**config.mk**
```make
export PLATFORM = sky130hd
export DESIGN_NAME = display_bus_arbiter
export DESIGN_NICKNAME = d
export VERILOG_FILES = /design/src/rtl/dba_pkg.sv /design/src/rtl/dba_phase.sv /design/src/rtl/dba_grant.sv /design/src/rtl/dba_dram_seq.sv /design/src/rtl/display_bus_arbiter.sv
export SDC_FILE = /design/constraint.sdc
export NUM_CORES = 1
export LEC_CHECK = 0
export CAP_MARGIN = 20
export CORE_ASPECT_RATIO = 0.9
export CORE_MARGIN = 5
export CORE_UTILIZATION = 35
export CTS_BUF_LIST = sky130_fd_sc_hd__clkbuf_4
export CTS_CLUSTER_SIZE = 12
export DETAILED_ROUTE_END_ITERATION = 10
export MAX_ROUTING_LAYER = met4
export PLACE_DENSITY = 0.79
export SLEW_MARGIN = 15
export SYNTH_ARGS = -nofsm -noshare
export SYNTH_HDL_FRONTEND = slang
export SYNTH_SLANG_ARGS = --single-unit
```
**constraint.sdc**
```tcl
create_clock -name clk -period 3.3 [get_ports clk]
set_input_delay 0.66 -clock clk [delete_from_list [all_inputs] [get_ports clk]]
set_output_delay 0.66 -clock clk [all_outputs]
set_load 0.05 [all_outputs]
```
**src/rtl/dba_pkg.sv**
```systemverilog
// Shared types and constants for the display bus arbiter.
// Assumes a fixed four-slot memory cycle (two bus-clock periods).
package dba_pkg;
    typedef enum logic [1:0] {
        OWN_NONE = 2'b00,
        OWN_CPU  = 2'b01,
        OWN_DMA  = 2'b10,
        OWN_REF  = 2'b11
    } own_t;

    localparam int SLOTS  = 4;
    localparam int SLOT_W = $clog2(SLOTS);
endpackage

```
**src/rtl/dba_phase.sv**
```systemverilog
// Tracks which half of the bus-clock period the current fast-clock edge
// falls in. Assumes the bus clock is the fast clock divided by two and
// that reset release marks the start of a bus-clock period.
module dba_phase (
    input  logic clk,
    input  logic rst_n,
    output logic phase
);
    // Toggle once per fast clock; first half after reset is 0.
    always_ff @(posedge clk) begin
        if (!rst_n) phase <= 1'b0;
        else        phase <= ~phase;
    end

    AST_PHASE_ALTERNATES: assert property (@(posedge clk) disable iff (!rst_n)
        $past(rst_n) |-> (phase != $past(phase)));
endmodule

```
**src/rtl/dba_grant.sv**
```systemverilog
// Cycle-boundary arbiter. It picks refresh, then DMA, then processor,
// counts the four slots of the running cycle, and captures the winner's
// address and write flag. Assumes requesters hold their request until
// they are served.
module dba_grant
    import dba_pkg::*;
#(
    parameter int ADDR_W = 19
) (
    input  logic              clk,
    input  logic              rst_n,
    input  logic              phase,
    input  logic              cpu_req,
    input  logic              cpu_we,
    input  logic [ADDR_W-1:0] cpu_addr,
    input  logic              dma_req_n,
    input  logic              dma_we,
    input  logic [ADDR_W-1:0] dma_addr,
    input  logic              ref_req,
    output own_t              owner,
    output logic [SLOT_W-1:0] slot,
    output logic [ADDR_W-1:0] cyc_addr,
    output logic              cyc_we
);
    localparam logic [SLOT_W-1:0] LAST_SLOT = SLOT_W'(SLOTS - 1);

    logic boundary;
    own_t pick;

    // A boundary is the second half of a bus period, with the bus idle or the cycle in its last slot.
    always_comb begin
        boundary = phase && ((owner == OWN_NONE) || (slot == LAST_SLOT));
    end

    // Fixed priority: refresh, then DMA, then processor.
    always_comb begin
        if (ref_req)         pick = OWN_REF;
        else if (!dma_req_n) pick = OWN_DMA;
        else if (cpu_req)    pick = OWN_CPU;
        else                 pick = OWN_NONE;
    end

    // Grant at a boundary, otherwise advance the slot of the running cycle.
    always_ff @(posedge clk) begin
        if (!rst_n) begin
            owner    <= OWN_NONE;
            slot     <= '0;
            cyc_addr <= '0;
            cyc_we   <= 1'b0;
        end else if (boundary) begin
            owner <= pick;
            slot  <= '0;
            unique case (pick)
                OWN_CPU: begin cyc_addr <= cpu_addr; cyc_we <= cpu_we; end
                OWN_DMA: begin cyc_addr <= dma_addr; cyc_we <= dma_we; end
                default: begin cyc_addr <= '0;       cyc_we <= 1'b0;   end
            endcase
        end else if (owner != OWN_NONE) begin
            slot <= slot + 1'b1;
        end
    end

    AST_START_ALIGNED: assert property (@(posedge clk) disable iff (!rst_n)
        (owner != OWN_NONE && slot == '0) |-> !phase);
    AST_NO_PREEMPT: assert property (@(posedge clk) disable iff (!rst_n)
        (owner != OWN_NONE && slot != LAST_SLOT) |=> (owner == $past(owner)));
    AST_DMA_BEFORE_CPU: assert property (@(posedge clk) disable iff (!rst_n)
        (boundary && !dma_req_n && !ref_req) |=> (owner == OWN_DMA));
    AST_REF_FIRST: assert property (@(posedge clk) disable iff (!rst_n)
        (boundary && ref_req) |=> (owner == OWN_REF));
endmodule

```
**src/rtl/dba_dram_seq.sv**
```systemverilog
// Decodes owner and slot into DRAM strobes, the row/column address mux,
// the processor acknowledge and the processor driver enable. It is purely
// combinational on registered state, so outputs change only after a clock edge.
module dba_dram_seq
    import dba_pkg::*;
#(
    parameter int LINE_W = 9,
    parameter int BANK_W = 1,
    localparam int ADDR_W = BANK_W + 2 * LINE_W
) (
    input  logic              clk,
    input  logic              rst_n,
    input  logic              phase,
    input  own_t              owner,
    input  logic [SLOT_W-1:0] slot,
    input  logic [ADDR_W-1:0] cyc_addr,
    input  logic              cyc_we,
    output logic [LINE_W-1:0] dram_addr,
    output logic [BANK_W-1:0] dram_bank,
    output logic              ras_n,
    output logic              cas_n,
    output logic              we_n,
    output logic              cpu_ack,
    output logic              cpu_drv_en
);
    localparam logic [SLOT_W-1:0] ACK_SLOT = SLOT_W'(2);
    localparam logic [SLOT_W-1:0] CAS_SLOT = SLOT_W'(SLOTS - 1);

    logic [LINE_W-1:0] row_part;
    logic [LINE_W-1:0] col_part;

    // Split the captured address into row, column and bank fields.
    always_comb begin
        col_part = cyc_addr[LINE_W-1:0];
        row_part = cyc_addr[2*LINE_W-1:LINE_W];
    end

    // Per-slot strobe, mux and handshake decode for each owner type.
    always_comb begin
        dram_addr  = '0;
        dram_bank  = '0;
        ras_n      = 1'b1;
        cas_n      = 1'b1;
        we_n       = 1'b1;
        cpu_ack    = 1'b0;
        cpu_drv_en = 1'b0;
        unique case (owner)
            OWN_CPU, OWN_DMA: begin
                dram_bank = cyc_addr[ADDR_W-1 -: BANK_W];
                dram_addr = (slot < ACK_SLOT) ? row_part : col_part;
                ras_n     = (slot == '0);
                cas_n     = (slot != CAS_SLOT);
                we_n      = !(cyc_we && (slot != '0));
                if (owner == OWN_CPU) begin
                    cpu_drv_en = 1'b1;
                    cpu_ack    = (slot == ACK_SLOT);
                end
            end
            OWN_REF: begin
                cas_n = (slot == '0);
                ras_n = (slot < ACK_SLOT);
            end
            default: ;
        endcase
    end

    AST_ACK_IN_PHASE: assert property (@(posedge clk) disable iff (!rst_n)
        cpu_ack |-> !phase);
    AST_ACK_ONE_CLOCK: assert property (@(posedge clk) disable iff (!rst_n)
        cpu_ack |=> !cpu_ack);
    AST_ACK_NEEDS_DRV: assert property (@(posedge clk) disable iff (!rst_n)
        cpu_ack |-> cpu_drv_en);
    AST_CAS_AFTER_RAS: assert property (@(posedge clk) disable iff (!rst_n)
        (!cas_n && owner != OWN_REF) |-> !ras_n);
    AST_REF_NO_WRITE: assert property (@(posedge clk) disable iff (!rst_n)
        (owner == OWN_REF) |-> we_n);
endmodule

```
**src/rtl/display_bus_arbiter.sv**
```systemverilog
// Top level: processor/DMA display-bus arbiter with bus-clock phase
// alignment, acknowledge stretching, row/column multiplexing and DRAM
// strobe sequencing. Assumes the processor clock is twice the bus clock.
module display_bus_arbiter
    import dba_pkg::*;
#(
    parameter int LINE_W = 9,
    parameter int BANK_W = 1,
    localparam int ADDR_W = BANK_W + 2 * LINE_W
) (
    input  logic              clk,
    input  logic              rst_n,
    input  logic              cpu_req,
    input  logic              cpu_we,
    input  logic [ADDR_W-1:0] cpu_addr,
    input  logic              dma_req_n,
    input  logic              dma_we,
    input  logic [ADDR_W-1:0] dma_addr,
    input  logic              ref_req,
    output logic              bus_phase,
    output logic [1:0]        owner,
    output logic              cpu_ack,
    output logic              cpu_drv_en,
    output logic [LINE_W-1:0] dram_addr,
    output logic [BANK_W-1:0] dram_bank,
    output logic              ras_n,
    output logic              cas_n,
    output logic              we_n
);
    own_t              cur_owner;
    logic [SLOT_W-1:0] cur_slot;
    logic [ADDR_W-1:0] cyc_addr;
    logic              cyc_we;

    dba_phase u_phase (
        .clk   (clk),
        .rst_n (rst_n),
        .phase (bus_phase)
    );

    dba_grant #(.ADDR_W(ADDR_W)) u_grant (
        .clk       (clk),
        .rst_n     (rst_n),
        .phase     (bus_phase),
        .cpu_req   (cpu_req),
        .cpu_we    (cpu_we),
        .cpu_addr  (cpu_addr),
        .dma_req_n (dma_req_n),
        .dma_we    (dma_we),
        .dma_addr  (dma_addr),
        .ref_req   (ref_req),
        .owner     (cur_owner),
        .slot      (cur_slot),
        .cyc_addr  (cyc_addr),
        .cyc_we    (cyc_we)
    );

    dba_dram_seq #(.LINE_W(LINE_W), .BANK_W(BANK_W)) u_seq (
        .clk        (clk),
        .rst_n      (rst_n),
        .phase      (bus_phase),
        .owner      (cur_owner),
        .slot       (cur_slot),
        .cyc_addr   (cyc_addr),
        .cyc_we     (cyc_we),
        .dram_addr  (dram_addr),
        .dram_bank  (dram_bank),
        .ras_n      (ras_n),
        .cas_n      (cas_n),
        .we_n       (we_n),
        .cpu_ack    (cpu_ack),
        .cpu_drv_en (cpu_drv_en)
    );

    // Export the owner encoding as a plain vector.
    always_comb owner = cur_owner;

    AST_DRV_MATCHES_OWNER: assert property (@(posedge clk) disable iff (!rst_n)
        cpu_drv_en == (owner == 2'b01));
endmodule

```
## After elaboration in Yosys (flattened, before gate mapping)

Index checks and enable logic that the tools add are counted.

- Flip-flop bits (word level): 25
- Logic and storage cells: 42
- Output and inout bits: 18
- Bits of input ports: 45

- $add $sub $neg: 1
- Mux-type cells: 15
- Reductions and logical operators: 10
- $lt $le $gt $ge: 1
- Equality and inequality tests: 8
- Bitwise gates (word level): 2

Operators with widths:

| operator | number |
|---|---|
| 19-bit one-hot mux with 2 select lines | 1 |
| 9-bit two-way mux | 2 |
| 2-bit equality test, second input constant | 5 |
| 1-bit two-way mux | 7 |
| 1-bit one-hot mux with 2 select lines | 3 |
| 2-bit by 1-bit equality test with 1-bit output, second input constant | 2 |
| 2-bit logical NOT | 2 |
| 2-bit two-way mux | 2 |
| 2-bit nonzero test | 2 |
| 2-bit OR reduction | 2 |
| 2-bit by 1-bit adder with 2-bit output, second input constant | 1 |
| 1-bit logical AND | 2 |
| 2-bit < comparator, second input constant | 1 |
| 2-bit inequality test, second input constant | 1 |
| 1-bit inverter | 2 |
| 1-bit logical NOT | 1 |
| 1-bit logical OR | 1 |

## Depth between registers and ports, before layout

Gate-level depths: netlist (run 1).

- Word-level depth: 5
- Depth in mapped cells: 6
- Depth with buffers taken out: 5

## Hierarchy

Synthesis (run 1) repeated with hierarchy kept, for this count alone.

- Cells, all modules: 174
- Area total of the unflattened synthesis: 1,555.2 µm²

By module, submodules not included:

| module | cells each | instances | area each (µm²) |
|---|---|---|---|
| dba_grant | 135 | 1 | 1,226.2 |
| dba_dram_seq | 37 | 1 | 295.3 |
| dba_phase | 2 | 1 | 33.8 |

## Worst setup path before layout (run 1)

OpenSTA, ideal clock, no wires.

- Path type: register to output
- From: register u_grant.owner[1]
- To: output port dram_addr[0]
- Required time: 2,640 ps
- Cell stages (with the launch flop): 5
- Path slack: 535 ps
- Path buffers: 1
- Arrival time: 2,105 ps
- Cell sequence: dfxtp_1 -> inv_1 -> ha_1 -> clkbuf_1 -> nor2b_1

- Longest elaborated chain between the ends: 3
- Elaborated cells on any way between the ends: 4

Ends and longest elaborated chain:

| what | line | RTL |
|---|---|---|
| start, declared | dba_grant.sv:20 | `output own_t owner,` |
| start signal, assigned | dba_grant.sv:51 | `owner <= pick;` |
| 2-bit equality test / 2-bit by 1-bit equality test with 1-bit output (equally long branches) | dba_dram_seq.sv:47 | `unique case (owner)` |
| 2-bit OR reduction * | dba_dram_seq.sv:47 |  |
| 9-bit two-way mux * | dba_dram_seq.sv:47 |  |
| end, declared | display_bus_arbiter.sv:24 | `output logic [LINE_W-1:0] dram_addr,` |

Every way passes the cells marked *; elsewhere a longest branch is shown, timed or not.

## Final worst setup path (run 1)

- From: register u_grant.owner[0]
- To: output port dram_addr[0]

The elaborated chain is that of the path after synthesis.

==> results of run 1 <==
-- metrics by stage --
step           total power, µW  instances  setup slack, ns  util (%)
5_1_grt                    721        231           0.0426      53.6
3_5_place_dp               554        227            0.592      52.8
2_1_floorplan              466        128            0.535         -
4_1_cts                    692        231            0.196      53.6
6_report                   686        231            0.228      53.6
3_3_place_gp               549        227            0.626      52.8
-- logic make-up (layout without fill, tap and decap cells) --
| family | count (synthesis) | after routing |
|---|---|---|
| DFF | 25 | 25 |
| and+or+nand+nor | 20 | 20 |
| adders and majority gates | 9 | 9 |
| AOI/OAI and AO/OA | 46 | 46 |
| buffers and inverters | 17 | 74 |
| xor gates and xnor gates | 1 | 1 |
| muxes | 10 | 10 |
-- cell usage in the layout (no fill, tap or decap) --
cell type and instances:
sky130_fd_sc_hd__and2_1 2, sky130_fd_sc_hd__nand3b_4 1, sky130_fd_sc_hd__a21oi_1 1, sky130_fd_sc_hd__o2bb2ai_2 6
sky130_fd_sc_hd__ha_1 9, sky130_fd_sc_hd__nor2b_1 12, sky130_fd_sc_hd__and3_1 1, sky130_fd_sc_hd__clkbuf_4 3
sky130_fd_sc_hd__o211a_1 2, sky130_fd_sc_hd__nand2_1 2, sky130_fd_sc_hd__a221o_1 2, sky130_fd_sc_hd__buf_4 1
sky130_fd_sc_hd__inv_1 7, sky130_fd_sc_hd__clkinv_2 1, sky130_fd_sc_hd__dfxtp_1 25, sky130_fd_sc_hd__nor2b_4 1
sky130_fd_sc_hd__nand3b_1 1, sky130_fd_sc_hd__a22oi_1 20, sky130_fd_sc_hd__o2bb2ai_1 14, sky130_fd_sc_hd__clkdlybuf4s50_1 62
sky130_fd_sc_hd__mux2i_1 10, sky130_fd_sc_hd__o21a_4 1, sky130_fd_sc_hd__xnor2_1 1
-- sequential cells by signal, indices dropped and copies added, names as in the netlist --
name,flops
u_phase.phase,1
u_grant.cyc_addr,19
u_grant.slot,2
u_grant.owner,2
u_grant.cyc_we,1
-- worst max-delay path, stage by stage, from the launching register on --
cell and delay, ns:
sky130_fd_sc_hd__dfxtp_1 0.45, sky130_fd_sc_hd__inv_1 0.07, sky130_fd_sc_hd__ha_1 0.53, sky130_fd_sc_hd__nor2b_1 0.21, sky130_fd_sc_hd__clkdlybuf4s50_1 0.82
-- routing by layer --
metal  routed length, µm  share of wire (%)
met1                1590                 44
met2                1800                 50
met3                 170                4.7
met4                  28               0.78
met5                   0                  0
-- how the worst max path moves through the flow --
stage | startpoint | to | slack, ns | depth (start not counted)
final | u_grant.owner[0] | dram_addr[0] | 0.23 | 4
after global routing | u_grant.owner[0] | dram_addr[4] | 0.04 | 4
after CTS | u_grant.owner[0] | dram_addr[5] | 0.20 | 4
after detailed placement | u_grant.owner[0] | dram_addr[5] | 0.59 | 4
after global placement | u_grant.owner[1] | dram_addr[8] | 0.63 | 4
after floorplan | u_grant.owner[1] | dram_addr[0] | 0.53 | 4
-- power by group through the flow --
stage / Clock (µW) / Sequential, µW / Combinational [µW]
final: 138 / 324 / 223
after global routing: 155 / 326 / 239
after CTS: 143 / 324 / 225
after detailed placement: 0 / 330 / 224
after global placement: 0 / 330 / 219
after floorplan: 0 / 340 / 126
-- cell type report --
cell class	count	area share, %
repair buffers	63	31.0
multi-input cells	86	38.8
inverters	7	1.30
clock inverters	1	0.247
well taps	46	2.84
flip-flops and latches	25	24.7
clock buffers	3	1.11
==> results.cfg, run 1 <==
[final_layout]
finalNetCount = 240
n_antenna_cell = 0
filler_cell_count = 323
drive_gt1_share_pct = 7.57
areaGrowthSynthToFinish_pct = 46.3
multiInputGateArea_um2 = 787
storage_cell_area_um2 = 500
postLayoutCellArea_mm2 = 0.00203

[synth]
post_synth_and_or_nand_nor_area_fraction_pct = 10.3
post_synth_num_cell_types = 22
top_count_cell_post_synth = sky130_fd_sc_hd__dfxtp_1
synth_enable_flop_cells = 0
postSynthAreaPerCell_um2 = 10.8
ys_top_cells_by_count = sky130_fd_sc_hd__dfxtp_1 (25), sky130_fd_sc_hd__a22oi_1 (20), sky130_fd_sc_hd__o2bb2ai_1 (14), sky130_fd_sc_hd__nor2b_1 (12), sky130_fd_sc_hd__mux2i_1 (10)
post_synth_mux_area_share_pct = 7.23
ys_ff_latch = 25
netlist_top_cells_area = sky130_fd_sc_hd__dfxtp_1 (36%), sky130_fd_sc_hd__a22oi_1 (11%), sky130_fd_sc_hd__o2bb2ai_1 (8.9%), sky130_fd_sc_hd__ha_1 (8.1%), sky130_fd_sc_hd__mux2i_1 (7.2%)
ys_seq_area_share_pct = 36.1
synthFlopType = sky130_fd_sc_hd__dfxtp_1
synthesis.instances = 128
synth_largest_area_cell = sky130_fd_sc_hd__dfxtp_1
synth_compound_area_share_pct = 30.5
synth.net_count = 182
adder_and_majority_gate_portion_of_the_synthesized_area_pct = 8.13
post_synth_instance_area_mm2 = 0.00139
synthXorXnorAreaFrac_pct = 0.632
yosys.area.top_type_share_pct = 36.1
combinational_family_with_the_most_area_after_synthesis = compound AO/OA/AOI/OAI gates
ys.warnings.count = 0
synth_async_sr_flop_share_pct = 0

[clocking]
cts-hold-fix-buffers = 0
cts_num_sinks = 25
post_cts_sizing = 0
cts_tree = yes
ctsLongestPathBuffers = 2
cts-buffers-inserted = 3
cts-htree-levels = 1
postCtsSetupBuffers = 0
clock_tree.root_cell = sky130_fd_sc_hd__clkbuf_4
cts.clk_slew.worst_paths_ns = 0.14
clock_latency_reported_for_the_late_side_of_the_worst_skew_pair_ns = 0.32

[sta]
setup_tns_ns = 0
worst_clock_skew_ns = 0.00501
fin_crit_sh_pct = 93.1
rsz0062_at_grt = false
finalHoldViolations = 0
final_max_slew_viol_count = 0
clock.fmax_mhz = 326
worstMarginPinSlew_ns = 0.708
fin_hold_ws_ns = 0.480
timing.final.setup_violations = 0
layout_min_cycle_time_ns = 3.07
relSlewSlack_pct = 52.8

[drt]
drc_errors = 0
route.antenna.remaining_nets = 0
drt-wirelength-per-cell_um = 15.6
avgViaCountPerCell = 5.11
detailroute.via_count = 1180
drt_first_pass_iters = 4
drt_iter0_drc = 64
routed_wirelength_um = 3600

[worst_setup_path]
worstSetupPathType = register to output pin
crit_arrival_ns = 2.41
start_kind = register
cp-end-kind = output pin
ff2ff_path_depth = 5
worst-path-max-fanout = 14
worst-endpoint-required_ns = 2.64
reg2reg_setup_slack_ns = 1.47
timing.rr.start = u_grant.owner[0]
timing.rr.end = u_grant.slot[0]

[placed_design]
post-dp-hpwl_um = 2830
place.port_buffers = 62
placedInstanceArea_mm2 = 0.00200
gpl.final_weighted_congestion = 0.827

[grt]
groute.layer.met2.usage_pct = 23.0
grt.total_usage_pct = 13.6
grt_antenna_before_repair = 0
globalRouteMet1Util_pct = 16.0
grt_max_degree = 23
first_global_vias = 1221
gr-usage-met3_pct = 3.12
grt_first_pass_wirelength_um = 5910
gr-max-usage-layer = met2
gr-total-overflow = 0

[floorplanning]
die_h_um = 69.7
ioPinCount = 63
die_width_um = 76.3
fp-row-count = 21
floorplan.die_area_mm2 = 0.00532
start_util_pct = 36.6
core_mm2 = 0.00378

[worst_hold_path]
timing.hold.worst.class = register to register
worst_hold_startpoint = u_grant.cyc_addr[8]
worst_hold_path.num_cells = 1
hold-path-endpoint = u_grant.cyc_addr[8]

[pwr]
clock_power_share_pct = 20.2
seq_power_share_pct = 47.2
power.internal_uw = 470
ir_worst_vdd_mv = 0.229
power.leakage_uw = 0.000718
power.share.switching_pct = 31.4
power.density_cell_area_mw_per_mm2 = 338
reported_net_switching_power_uw = 215
comb_power_share_pct = 32.6

[job]
timing.max_cap.violations = 0

[status]
status = completed
No activity file was read; power rests on OpenSTA's default activity.
==> run 2, diff against run 1 <==
--- a/config.mk
+++ b/config.mk
@@ -14,6 +14,7 @@
 export DETAILED_ROUTE_END_ITERATION = 10
 export MAX_ROUTING_LAYER = met4
 export PLACE_DENSITY = 0.79
+export RECOVER_POWER = 50
 export SLEW_MARGIN = 15
 export SYNTH_ARGS = -nofsm -noshare
 export SYNTH_HDL_FRONTEND = slang
==> run 2 against run 1 <==
The flow now finishes with violations (max-capacitance violations, max-slew violations). Wire length fell by 0.14%. Core utilization fell by 0.40 points. Final cell count did not move. Non-clock buffer count did not move. Largest power group unchanged.
==> results.cfg, run 2 (synthesis gave the netlist of run 1 again) <==
[worst_hold_path]
timing.hold.worst.class = register to register
worst_hold_path.num_cells = 1
hold-path-endpoint = u_phase.phase
worst_hold_startpoint = u_phase.phase

[drt]
routed_wirelength_um = 3590
drc_errors = 0
drt_first_pass_iters = 2
avgViaCountPerCell = 5.09
route.antenna.remaining_nets = 0
detailroute.via_count = 1175
drt_iter0_drc = 47
drt-wirelength-per-cell_um = 15.5

[worst_setup_path]
ff2ff_path_depth = 5
cp-end-kind = output pin
worstSetupPathType = register to output pin
timing.rr.start = u_grant.owner[0]
reg2reg_setup_slack_ns = 0.61
crit_arrival_ns = 2.40
worst-path-max-fanout = 14
worst-endpoint-required_ns = 2.64
start_kind = register
timing.rr.end = u_grant.slot[0]

[final_layout]
largest_reg_flops = 19
filler_cell_count = 327
reg.largest.list = u_grant.cyc_addr x19, u_grant.owner x2, u_grant.slot x2
postLayoutCellArea_mm2 = 0.00201
multiInputGateArea_um2 = 772
n_antenna_cell = 0
largest-register = u_grant.cyc_addr
areaGrowthSynthToFinish_pct = 45.3
mostFrequentLayoutCell = sky130_fd_sc_hd__clkdlybuf4s50_1
finish.cell_count_without_fillers = 231
storage_cell_area_um2 = 500
commonest_cells_after_routing_fill_and_taps_aside = sky130_fd_sc_hd__clkdlybuf4s50_1 (59), sky130_fd_sc_hd__dfxtp_1 (25), sky130_fd_sc_hd__a22oi_1 (20), sky130_fd_sc_hd__o2bb2ai_1 (14), sky130_fd_sc_hd__nor2b_1 (13)
drive_gt1_share_pct = 6.49
finalNetCount = 240

[floorplanning]
start_util_pct = 36.6
floorplan.die_area_mm2 = 0.00532
die_width_um = 76.3
die_h_um = 69.7
ioPinCount = 63
fp-row-count = 21
core_mm2 = 0.00378

[sta]
fin_hold_ws_ns = 0.463
fin_crit_sh_pct = 92.8
relSlewSlack_pct = -13.1
clock.fmax_mhz = 327
layout_min_cycle_time_ns = 3.06
timing.final.setup_violations = 0
worstMarginPinSlew_ns = 1.69
setup_tns_ns = 0
finalHoldViolations = 0
final_max_slew_viol_count = 23
worst_clock_skew_ns = 0.00486
rsz0062_at_grt = false
finalWorstSetupSlack_ns = 0.238

[clocking]
post_cts_sizing = 0
cts-htree-levels = 1
cts-hold-fix-buffers = 0
clock_tree.root_cell = sky130_fd_sc_hd__clkbuf_4
cts-buffers-inserted = 3
clock_latency_reported_for_the_late_side_of_the_worst_skew_pair_ns = 0.32
cts_num_sinks = 25
cts.clk_slew.worst_paths_ns = 0.14
ctsLongestPathBuffers = 2
postCtsSetupBuffers = 0
cts_tree = yes

[status]
violations = max-capacitance violations, max-slew violations
status = finished with violations

[pwr]
power.density_cell_area_mw_per_mm2 = 338
power.leakage_uw = 0.000714
ir_worst_vdd_mv = 0.229

[placed_design]
number_of_cells_after_detailed_placement = 227
gpl.final_weighted_congestion = 0.827
place.port_buffers = 62
detailedPlace.worstSlack_ns = 0.592
post-dp-hpwl_um = 2830
placedInstanceArea_mm2 = 0.00200

[grt]
grt_max_degree = 23
gr-total-overflow = 0
first_global_vias = 1221
grt_first_pass_wirelength_um = 5910
grt_antenna_before_repair = 0
grt.total_usage_pct = 13.6

[job]
timing.max_cap.violations = 1
-- run 2: worst max-delay path by stage --
stage | from | slack [ns] | to | cells past startpoint
floorplan | u_grant.owner[1] | 0.53 | dram_addr[0] | 4
detailed placement | u_grant.owner[0] | 0.59 | dram_addr[5] | 4
global route | u_grant.owner[0] | 0.04 | dram_addr[4] | 4
global placement | u_grant.owner[1] | 0.63 | dram_addr[8] | 4
finish | u_grant.owner[0] | 0.24 | dram_addr[5] | 4
CTS | u_grant.owner[0] | 0.20 | dram_addr[5] | 4
-- run 2: critical path, cell delays in order (launching register included) --
cell	delay, ns
sky130_fd_sc_hd__dfxtp_1	0.45
sky130_fd_sc_hd__inv_1	0.07
sky130_fd_sc_hd__ha_1	0.53
sky130_fd_sc_hd__nor2b_1	0.20
sky130_fd_sc_hd__clkdlybuf4s50_1	0.83
-- run 2: report_power, final --
| group | total [µW] | internal, µW | switching [µW] |
|---|---|---|---|
| combinational | 218 | 108 | 111 |
| clock | 138 | 45.4 | 92.5 |
| sequential | 324 | 314 | 9.90 |
-- run 2: layout make-up --
type	instances	area share (%)
flip-flops and latches	25	24.9
clock inverters	1	0.249
clock buffers	3	1.12
well taps	46	2.86
multi-input cells	86	38.4
inverters	7	1.31
repair buffers	63	31.2
-- run 2: layer usage --
layer / track usage, % / wire (µm) / up-vias
li1: - / - / 595
met5: - / 0 / -
met2: 23.0 / 1820 / 28
met4: 4.08 / 28 / 0
met3: 3.12 / 166 / 2
met1: 16.0 / 1580 / 550
-- run 2: stage by stage --
stage	util (%)	power [µW]
after floorplan	-	466
after global placement	52.8	549
after detailed placement	52.8	554
after CTS	53.6	692
after global routing	53.2	716
final	53.2	680
